File: config.mk
export PLATFORM = sky130hd
export DESIGN_NAME = ipi_send_engine
export DESIGN_NICKNAME = d
export VERILOG_FILES = /design/src/rtl/ipi_pkg.sv /design/src/rtl/ipi_cmd_decode.sv /design/src/rtl/ipi_byte_merge.sv /design/src/rtl/ipi_rmw_fsm.sv /design/src/rtl/ipi_send_engine.sv
export SDC_FILE = /design/constraint.sdc
export NUM_CORES = 1
export LEC_CHECK = 0
export BUFFER_PORTS_ARGS = -buffer_cell sky130_fd_sc_hd__buf_2
export CORE_ASPECT_RATIO = 1.4
export CORE_MARGIN = 4
export CORE_UTILIZATION = 30
export CTS_CLUSTER_SIZE = 28
export DETAILED_ROUTE_END_ITERATION = 6
export GPL_ROUTABILITY_DRIVEN = 0
export GPL_TIMING_DRIVEN = 1
export HOLD_SLACK_MARGIN = 0.05
export PLACE_DENSITY = 0.53
export SLEW_MARGIN = 40
export SYNTH_ARGS = -nofsm -noshare
export SYNTH_HDL_FRONTEND = slang
export SYNTH_SLANG_ARGS = --single-unit
export TNS_END_PERCENT = 50
File: constraint.sdc
create_clock -name clk_i -period 4.6 [get_ports clk_i]
set_clock_uncertainty 0.1 [all_clocks]
set_input_delay 0.46 -clock clk_i [delete_from_list [all_inputs] [get_ports clk_i]]
set_output_delay 0.46 -clock clk_i [all_outputs]
set_load 0.05 [all_outputs]
File: src/rtl/ipi_pkg.sv
package ipi_pkg;
  typedef enum logic [1:0] {
    KIND_IRQ  = 2'd0,
    KIND_MAIL = 2'd1,
    KIND_ANY  = 2'd2,
    KIND_RSVD = 2'd3
  } cmd_kind_e;

  typedef enum logic [1:0] {
    ST_IDLE  = 2'd0,
    ST_READ  = 2'd1,
    ST_MERGE = 2'd2,
    ST_WRITE = 2'd3
  } eng_state_e;
endpackage

File: src/rtl/ipi_cmd_decode.sv
module ipi_cmd_decode
  import ipi_pkg::*;
#(
  parameter int CMD_W     = 64,
  parameter int CORE_W    = 10,
  parameter int ADDR_W    = 16,
  parameter int DATA_W    = 32,
  parameter int VEC_W     = 5,
  parameter int CORE_LSB  = 16,
  parameter int MASK_LSB  = 27,
  parameter logic [ADDR_W-1:0] SET_ADDR  = 16'h1008,
  parameter logic [ADDR_W-1:0] MBOX_BASE = 16'h1020,
  localparam int MASK_W = DATA_W / 8
) (
  input  logic [CMD_W-1:0]  cmd_i,
  input  logic [1:0]        kind_i,
  output logic              kind_ok_o,
  output logic [CORE_W-1:0] core_o,
  output logic [ADDR_W-1:0] addr_o,
  output logic [MASK_W-1:0] mask_o,
  output logic [DATA_W-1:0] payload_o
);
  logic [DATA_W-1:0] onehot;
  logic [ADDR_W-1:0] mbox_off;

  always_comb begin
    onehot = '0;
    onehot[cmd_i[VEC_W-1:0]] = 1'b1;
    mbox_off = '0;
    mbox_off[4:2] = cmd_i[4:2];
  end

  assign core_o    = cmd_i[CORE_LSB +: CORE_W];
  assign kind_ok_o = (cmd_kind_e'(kind_i) != KIND_RSVD);

  always_comb begin
    unique case (cmd_kind_e'(kind_i))
      KIND_IRQ: begin
        addr_o    = SET_ADDR;
        mask_o    = '0;
        payload_o = onehot;
      end
      KIND_MAIL: begin
        addr_o    = MBOX_BASE + mbox_off;
        mask_o    = cmd_i[MASK_LSB +: MASK_W];
        payload_o = cmd_i[CMD_W-1 -: DATA_W];
      end
      default: begin
        addr_o    = cmd_i[ADDR_W-1:0];
        mask_o    = cmd_i[MASK_LSB +: MASK_W];
        payload_o = cmd_i[CMD_W-1 -: DATA_W];
      end
    endcase
  end
endmodule

File: src/rtl/ipi_byte_merge.sv
module ipi_byte_merge #(
  parameter int DATA_W = 32,
  localparam int MASK_W = DATA_W / 8
) (
  input  logic [DATA_W-1:0] old_i,
  input  logic [DATA_W-1:0] new_i,
  input  logic [MASK_W-1:0] keep_i,
  output logic [DATA_W-1:0] merged_o
);
  for (genvar b = 0; b < MASK_W; b++) begin : g_byte
    assign merged_o[b*8 +: 8] = keep_i[b] ? old_i[b*8 +: 8] : new_i[b*8 +: 8];
  end
endmodule

File: src/rtl/ipi_rmw_fsm.sv
module ipi_rmw_fsm
  import ipi_pkg::*;
#(
  parameter int CORE_W = 10,
  parameter int ADDR_W = 16,
  parameter int DATA_W = 32,
  localparam int MASK_W = DATA_W / 8
) (
  input  logic              clk_i,
  input  logic              rst_ni,
  input  logic              launch_i,
  input  logic [CORE_W-1:0] core_i,
  input  logic [ADDR_W-1:0] addr_i,
  input  logic [MASK_W-1:0] mask_i,
  input  logic [DATA_W-1:0] payload_i,
  output logic              idle_o,
  output logic              req_o,
  output logic              we_o,
  output logic [CORE_W-1:0] core_o,
  output logic [ADDR_W-1:0] addr_o,
  output logic [DATA_W-1:0] wdata_o,
  input  logic              ack_i,
  input  logic [DATA_W-1:0] rdata_i
);
  eng_state_e        state_q;
  logic [CORE_W-1:0] core_q;
  logic [ADDR_W-1:0] addr_q;
  logic [MASK_W-1:0] mask_q;
  logic [DATA_W-1:0] pay_q, old_q, wdata_q, merged;

  ipi_byte_merge #(.DATA_W(DATA_W)) u_merge (
    .old_i   (old_q),
    .new_i   (pay_q),
    .keep_i  (mask_q),
    .merged_o(merged)
  );

  always_ff @(posedge clk_i or negedge rst_ni) begin
    if (!rst_ni) begin
      state_q <= ST_IDLE;
      core_q  <= '0;
      addr_q  <= '0;
      mask_q  <= '0;
      pay_q   <= '0;
      old_q   <= '0;
      wdata_q <= '0;
    end else begin
      unique case (state_q)
        ST_IDLE: if (launch_i) begin
          core_q  <= core_i;
          addr_q  <= addr_i;
          mask_q  <= mask_i;
          pay_q   <= payload_i;
          wdata_q <= payload_i;
          state_q <= (mask_i != '0) ? ST_READ : ST_WRITE;
        end
        ST_READ: if (ack_i) begin
          old_q   <= rdata_i;
          state_q <= ST_MERGE;
        end
        ST_MERGE: begin
          wdata_q <= merged;
          state_q <= ST_WRITE;
        end
        ST_WRITE: if (ack_i) state_q <= ST_IDLE;
        default: state_q <= ST_IDLE;
      endcase
    end
  end

  assign idle_o  = (state_q == ST_IDLE);
  assign req_o   = (state_q == ST_READ) || (state_q == ST_WRITE);
  assign we_o    = (state_q == ST_WRITE);
  assign core_o  = core_q;
  assign addr_o  = addr_q;
  assign wdata_o = wdata_q;
endmodule

File: src/rtl/ipi_send_engine.sv
module ipi_send_engine #(
  parameter int CMD_W  = 64,
  parameter int CORE_W = 10,
  parameter int ADDR_W = 16,
  parameter int DATA_W = 32,
  localparam int BE_W  = CMD_W / 8
) (
  input  logic              clk_i,
  input  logic              rst_ni,
  input  logic              cmd_valid_i,
  output logic              cmd_ready_o,
  input  logic [BE_W-1:0]   cmd_be_i,
  input  logic [1:0]        cmd_kind_i,
  input  logic [CMD_W-1:0]  cmd_data_i,
  output logic              bus_req_o,
  output logic              bus_we_o,
  output logic [CORE_W-1:0] bus_core_o,
  output logic [ADDR_W-1:0] bus_addr_o,
  output logic [DATA_W-1:0] bus_wdata_o,
  input  logic              bus_ack_i,
  input  logic [DATA_W-1:0] bus_rdata_i
);
  localparam int MASK_W = DATA_W / 8;

  logic              kind_ok, launch;
  logic [CORE_W-1:0] dec_core;
  logic [ADDR_W-1:0] dec_addr;
  logic [MASK_W-1:0] dec_mask;
  logic [DATA_W-1:0] dec_pay;

  ipi_cmd_decode #(
    .CMD_W (CMD_W),
    .CORE_W(CORE_W),
    .ADDR_W(ADDR_W),
    .DATA_W(DATA_W)
  ) u_dec (
    .cmd_i    (cmd_data_i),
    .kind_i   (cmd_kind_i),
    .kind_ok_o(kind_ok),
    .core_o   (dec_core),
    .addr_o   (dec_addr),
    .mask_o   (dec_mask),
    .payload_o(dec_pay)
  );

  // partial-width writes and the reserved kind are consumed silently
  assign launch = cmd_valid_i && cmd_ready_o && (cmd_be_i == '1) && kind_ok;

  ipi_rmw_fsm #(
    .CORE_W(CORE_W),
    .ADDR_W(ADDR_W),
    .DATA_W(DATA_W)
  ) u_fsm (
    .clk_i    (clk_i),
    .rst_ni   (rst_ni),
    .launch_i (launch),
    .core_i   (dec_core),
    .addr_i   (dec_addr),
    .mask_i   (dec_mask),
    .payload_i(dec_pay),
    .idle_o   (cmd_ready_o),
    .req_o    (bus_req_o),
    .we_o     (bus_we_o),
    .core_o   (bus_core_o),
    .addr_o   (bus_addr_o),
    .wdata_o  (bus_wdata_o),
    .ack_i    (bus_ack_i),
    .rdata_i  (bus_rdata_i)
  );
endmodule

* After elaboration in Yosys (flattened, before gate mapping)
Cells that the tools add are included.
Storage, ports and cells: register bits 128, output and inout port bits 61, input port bits 110, logic and storage cells 48
Cells by class: reduce and logical (&&, ||, !) cells 13, mux-type cells 16, order comparisons 2, equality and inequality tests 9, add/sub/neg operators 1
Operator list (count):
- two-way mux 32 bit | 2
- case mux 32 bit (2 select lines) | 1
- two-way mux 8 bit | 4
- case mux 16 bit (2 select lines) | 1
- adder 13 x 5 -> 14 bit, first input constant | 1
- equality test 8 bit, second input constant | 1
- two-way mux 2 bit | 4
- case mux 2 bit (4 select lines) | 1
- less-than comparator 5 x 6 -> 1 bit, second input constant | 1
- AND reduction 2 bit | 3
- demux 1 bit (select 5 bit) | 1
- >= comparator 5 x 1 -> 1 bit, second input constant | 1
- equality test 2 x 1 -> 1 bit, second input constant | 2
- equality test 2 bit, second input constant | 2
- logical AND 1 bit | 4
- zero test 2 bit | 2
- two-way mux 4 bit | 1
- != test 2 x 1 -> 1 bit, second input constant | 2
- != test 2 bit, second input constant | 2
- nonzero test 4 bit | 1
- AND reduction 3 bit | 1
- nonzero test 2 bit | 1
- logical OR 1 bit | 1
- two-way mux 1 bit | 1

* Depth between registers and ports, before layout
word-level depth 7, mapped depth 8, mapped depth without buffers 6

* By module
Synthesis repeated with hierarchy kept, for this count alone.
Second synthesis, totals: cell total of the unflattened synthesis 480, area total of the unflattened synthesis 6503.7 um^2
Modules (own cells, without submodules):
- ipi_rmw_fsm | cells an instance 356, area each 5248.8 um^2, instances 1
- ipi_cmd_decode | cells an instance 84, area each 701.9 um^2, instances 1
- ipi_byte_merge | cells an instance 36, area each 525.5 um^2, instances 1
- ipi_send_engine | cells an instance 4, area each 27.5 um^2, instances 1

* Worst setup path after synthesis
OpenSTA, ideal clock, no wires.
kind flip-flop to flip-flop, start register u_fsm.state_q[0], end register u_fsm.wdata_q[10], in the netlist u_fsm.wdata_o[10], clock period less this slack 2528 ps, data arrival time 2304 ps, stages on the path, launching flop included 7, slack 2072 ps, required time 4375 ps, cells stage by stage dfrtp_1 > inv_1 > ha_1 > nand4_1 > o41ai_4 > buf_6 > mux2_2
On the way: cells in the longest elaborated chain, start to end 6, elaborated cells between the ends (all ways) 9
RTL lines:
- from (decl) | RTL line ipi_rmw_fsm.sv:25 | eng_state_e state_q;
- from (signal assigned) | RTL line ipi_rmw_fsm.sv:55 | state_q <= (mask_i != '0) ? ST_READ : ST_WRITE;
- zero test 2 bit * | RTL line ipi_rmw_fsm.sv:71 | assign idle_o = (state_q == ST_IDLE);
- named net cmd_ready_o | RTL line ipi_send_engine.sv:11 | output logic cmd_ready_o,
- logical AND 1 bit (3 in series) | RTL line ipi_send_engine.sv:47 | assign launch = cmd_valid_i && cmd_ready_o && (cmd_be_i == '1) && kind_ok;
- != test 2 x 1 -> 1 bit (no line)
- AND reduction 2 bit (no line)
- to (signal assigned) | RTL line ipi_rmw_fsm.sv:54 | wdata_q <= payload_i;
- to (signal assigned) | RTL line ipi_rmw_fsm.sv:62 | wdata_q <= merged;
- to (decl) | RTL line ipi_rmw_fsm.sv:29 | logic [DATA_W-1:0] pay_q, old_q, wdata_q, merged;
Mark *: on every way through the listed nets, which the timed path passes. The rest lies on a longest branch. A chain may end at the register's enable or synchronous reset.

* Worst setup path after layout
start register u_fsm.state_q[1], end register u_fsm.addr_q[3], in the netlist u_fsm.addr_o[3]
On the way: cells in the longest elaborated chain, start to end 5
RTL lines:
- zero test 2 bit * | RTL line ipi_rmw_fsm.sv:48, ipi_rmw_fsm.sv:71
- logical AND 1 bit (3 in series) | RTL line ipi_send_engine.sv:47
- AND reduction 2 bit (no line) *
- to (signal assigned) | RTL line ipi_rmw_fsm.sv:51 | addr_q <= addr_i;
- to (decl) | RTL line ipi_rmw_fsm.sv:27 | logic [ADDR_W-1:0] addr_q;
Every way passes the cells marked *; elsewhere a longest branch is shown, timed or not.

==> reports/results.ini <==
[cts]
clk_pin_slew_worst_paths_ns = 0.06
cts_setup_buffers = 0
cts_buffer_depth = 2
cts_made_buffers = 17
cts_tree = built
cts.sink_count = 128
root_buffer = clkbuf_16
clk_latency_ns = 0.42
cts_resized = 0
cts_max_level = 4

[power]
vdd_ir_drop_max_mv = 0.282
p_per_area_mw_per_mm2 = 581
p_leak_nw = 3.85

[sta]
fin_setup_tns_ns = 0
slew_violations = 0
period_minus_slack_ns = 2.54
fmax_mhz = 394
min_period_over_period = 0.551
setup_slack_ns = 2.06
rsz0062_at_grt = false
maxSlewHeadroom = 0.458
tightest_slew_ns = 0.810
hold_viol = 0
setup_viol = 0

[global_routing]
grt_pass1_wl_mm = 29.8
antenna_found_initial = 1
grt_use_total = 0.162
grt_max_degree = 96
grt_overflow = 0
first_global_vias = 5161

[route]
vias = 4905
detail_route.vias_per_cell = 4.91
wl_per_cell_um = 18.9
first_iter_violations = 210
antenna_left = 0
drc_errors = 0
drt_pass1_iterations = 4
wirelength_mm = 18.9

[job]
max_cap_viol_count = 0

[cells_and_area]
drive_above_1_share = 0.436
syn_to_final_growth_pct = 26.1
post-route-util = 0.388
fin_nets = 846
fillerInstances = 2052

[worst_setup_path]
critPathArrivalTime_ns = 2.73
cp-end-kind = flop
criticalPathCategory = flop to flop
required_ns = 4.80
path_max_fanout = 22
start_kind = flop

[floorplanning]
die_h_um = 180
ios = 171
coreArea_mm2 = 0.0207
die_w_um = 131
initial_core_util = 0.307
fp.dieArea_mm2 = 0.0237
num_rows = 62

[synthesis]
ys_warn_count = 0
syn_nets = 691
ys.flop_type = dfrtp_1
yosys-top-cells-count = dfrtp_1, mux2_2, nand2_1, o21ai_0, o221ai_1
syn_avg_cell_area_um2 = 11.1
yosysMostFrequentCell = dfrtp_1
synth.top_cell.area_share = 0.503
async_reset_ff_frac = 1.00
synth_edf_count = 0
synth_seq_cells = 128
synthesis.area_mm2 = 0.00637
yosys.area.top_type = dfrtp_1
ys_types = 45
seq_area_frac_synth = 0.503
syn_inst = 576
synth_area_leaders = dfrtp_1, mux2_2, nand2_1, o21ai_0, o221ai_1

[place]
portBuffers = 168
dpl_worst_slack_ns = 2.00
hpwl_mm = 12.8

[min_path]
worst_hold_path_type = primary input to flop

[outcome]
outcome = completed

-- registers in the layout, summed over array words and instances, names as in the netlist --
signal and cells:
u_fsm.old_q 32, u_fsm.pay_q 32, u_fsm.wdata_o 32, u_fsm.addr_o 16
u_fsm.core_o 10, u_fsm.mask_q 4, u_fsm.state_q 2
-- what timing repair did --
action                     in CTS  in global routing
setup endpoints to repair       0                  0
hold buffers                    1                  0
hold endpoints to repair       94                  0
-- final cells by class --
type / instances / area, um2 / area share
antenna: 1 / 2.50 / 0.000312
tap: 256 / 320 / 0.0399
clock buffer: 23 / 478 / 0.0595
clock inverter: 8 / 129 / 0.0161
multi-input combinational: 389 / 2890 / 0.359
sequential: 128 / 3200 / 0.399
timing repair buffer: 177 / 941 / 0.117
inverter: 18 / 67.6 / 0.00842
-- report_power, final --
| group | switching (mW) | total, mW | internal [mW] |
|---|---|---|---|
| Clock | 0.506 | 1.40 | 0.895 |
| Combinational | 1.10 | 1.68 | 0.580 |
| Sequential | 0.150 | 1.58 | 1.43 |
| Total | 1.76 | 4.66 | 2.91 |
-- worst max-delay path: stages (launching register included) --
cell     delay [ns]
dfrtp_1        0.40
inv_1          0.14
ha_1           0.26
nand4_1        0.26
or4_2          0.93
nor3_1         0.27
nor2_1         0.05
-- per-stage QoR --
step	total power [mW]	hold WS, ns	std cells	cell area, um2
2_1_floorplan	2.88	0.0644	576	6370
3_3_place_gp	3.28	0.357	966	7370
3_5_place_dp	3.30	0.364	966	7380
4_1_cts	4.73	0.151	998	8000
5_1_grt	4.93	0.157	1000	8030
6_report	4.66	0.168	1000	8030
-- final timing paths --
check	start	endpoint	slack, ns	depth (start not counted)
min reg2reg	u_fsm.addr_o[5]	u_fsm.addr_o[5]	0.38	1
min in group asynchronous	rst_ni	u_fsm.wdata_o[31]	0.39	2
max in group asynchronous	rst_ni	u_fsm.old_q[20]	3.32	3
min	bus_rdata_i[15]	u_fsm.old_q[15]	0.17	2
max reg2reg	u_fsm.state_q[1]	u_fsm.addr_o[3]	2.06	6
max	u_fsm.state_q[1]	u_fsm.addr_o[3]	2.06	6
-- per-layer routing --
layer | vias to the layer above | GRT usage | wire length (um)
met5 | - | 0 | 0
met4 | 0 | 0.0605 | 275
met3 | 17 | 0.0380 | 856
met2 | 109 | 0.281 | 9910
met1 | 2408 | 0.197 | 7840
li1 | 2371 | - | -
-- logic make-up (layout without fill, tap and decap cells) --
family	after synthesis	after routing	synth area share
compound gates	107	107	0.115
fa+ha+maj	5	5	0.00983
buf+inv	59	226	0.0452
flops	128	128	0.503
mux	116	116	0.205
other cells	0	1	0
simple gates	161	161	0.123
-- cells in the final DEF, fill, tap and decap left out, drive strengths merged, types with 2 or more instances in the layout --
master and instances:
buf 176, dfrtp 128, mux2 113, nand2 87, o21ai 46, o221ai 23, clkbuf 23, nand3 22
nor2 20, inv 19, a21boi 13, a31oi 7, nand3b 6, nor3b 6, a2bb2oi 5, ha 5
clkinvlp 4, nor3 4, a221oi 3, a21oi 3, mux2i 3, a22oi 3, bufinv 3, nor4 3
nand2b 2, nand4 2, or4 2
Note: power is estimated with default switching activity, not from simulation.
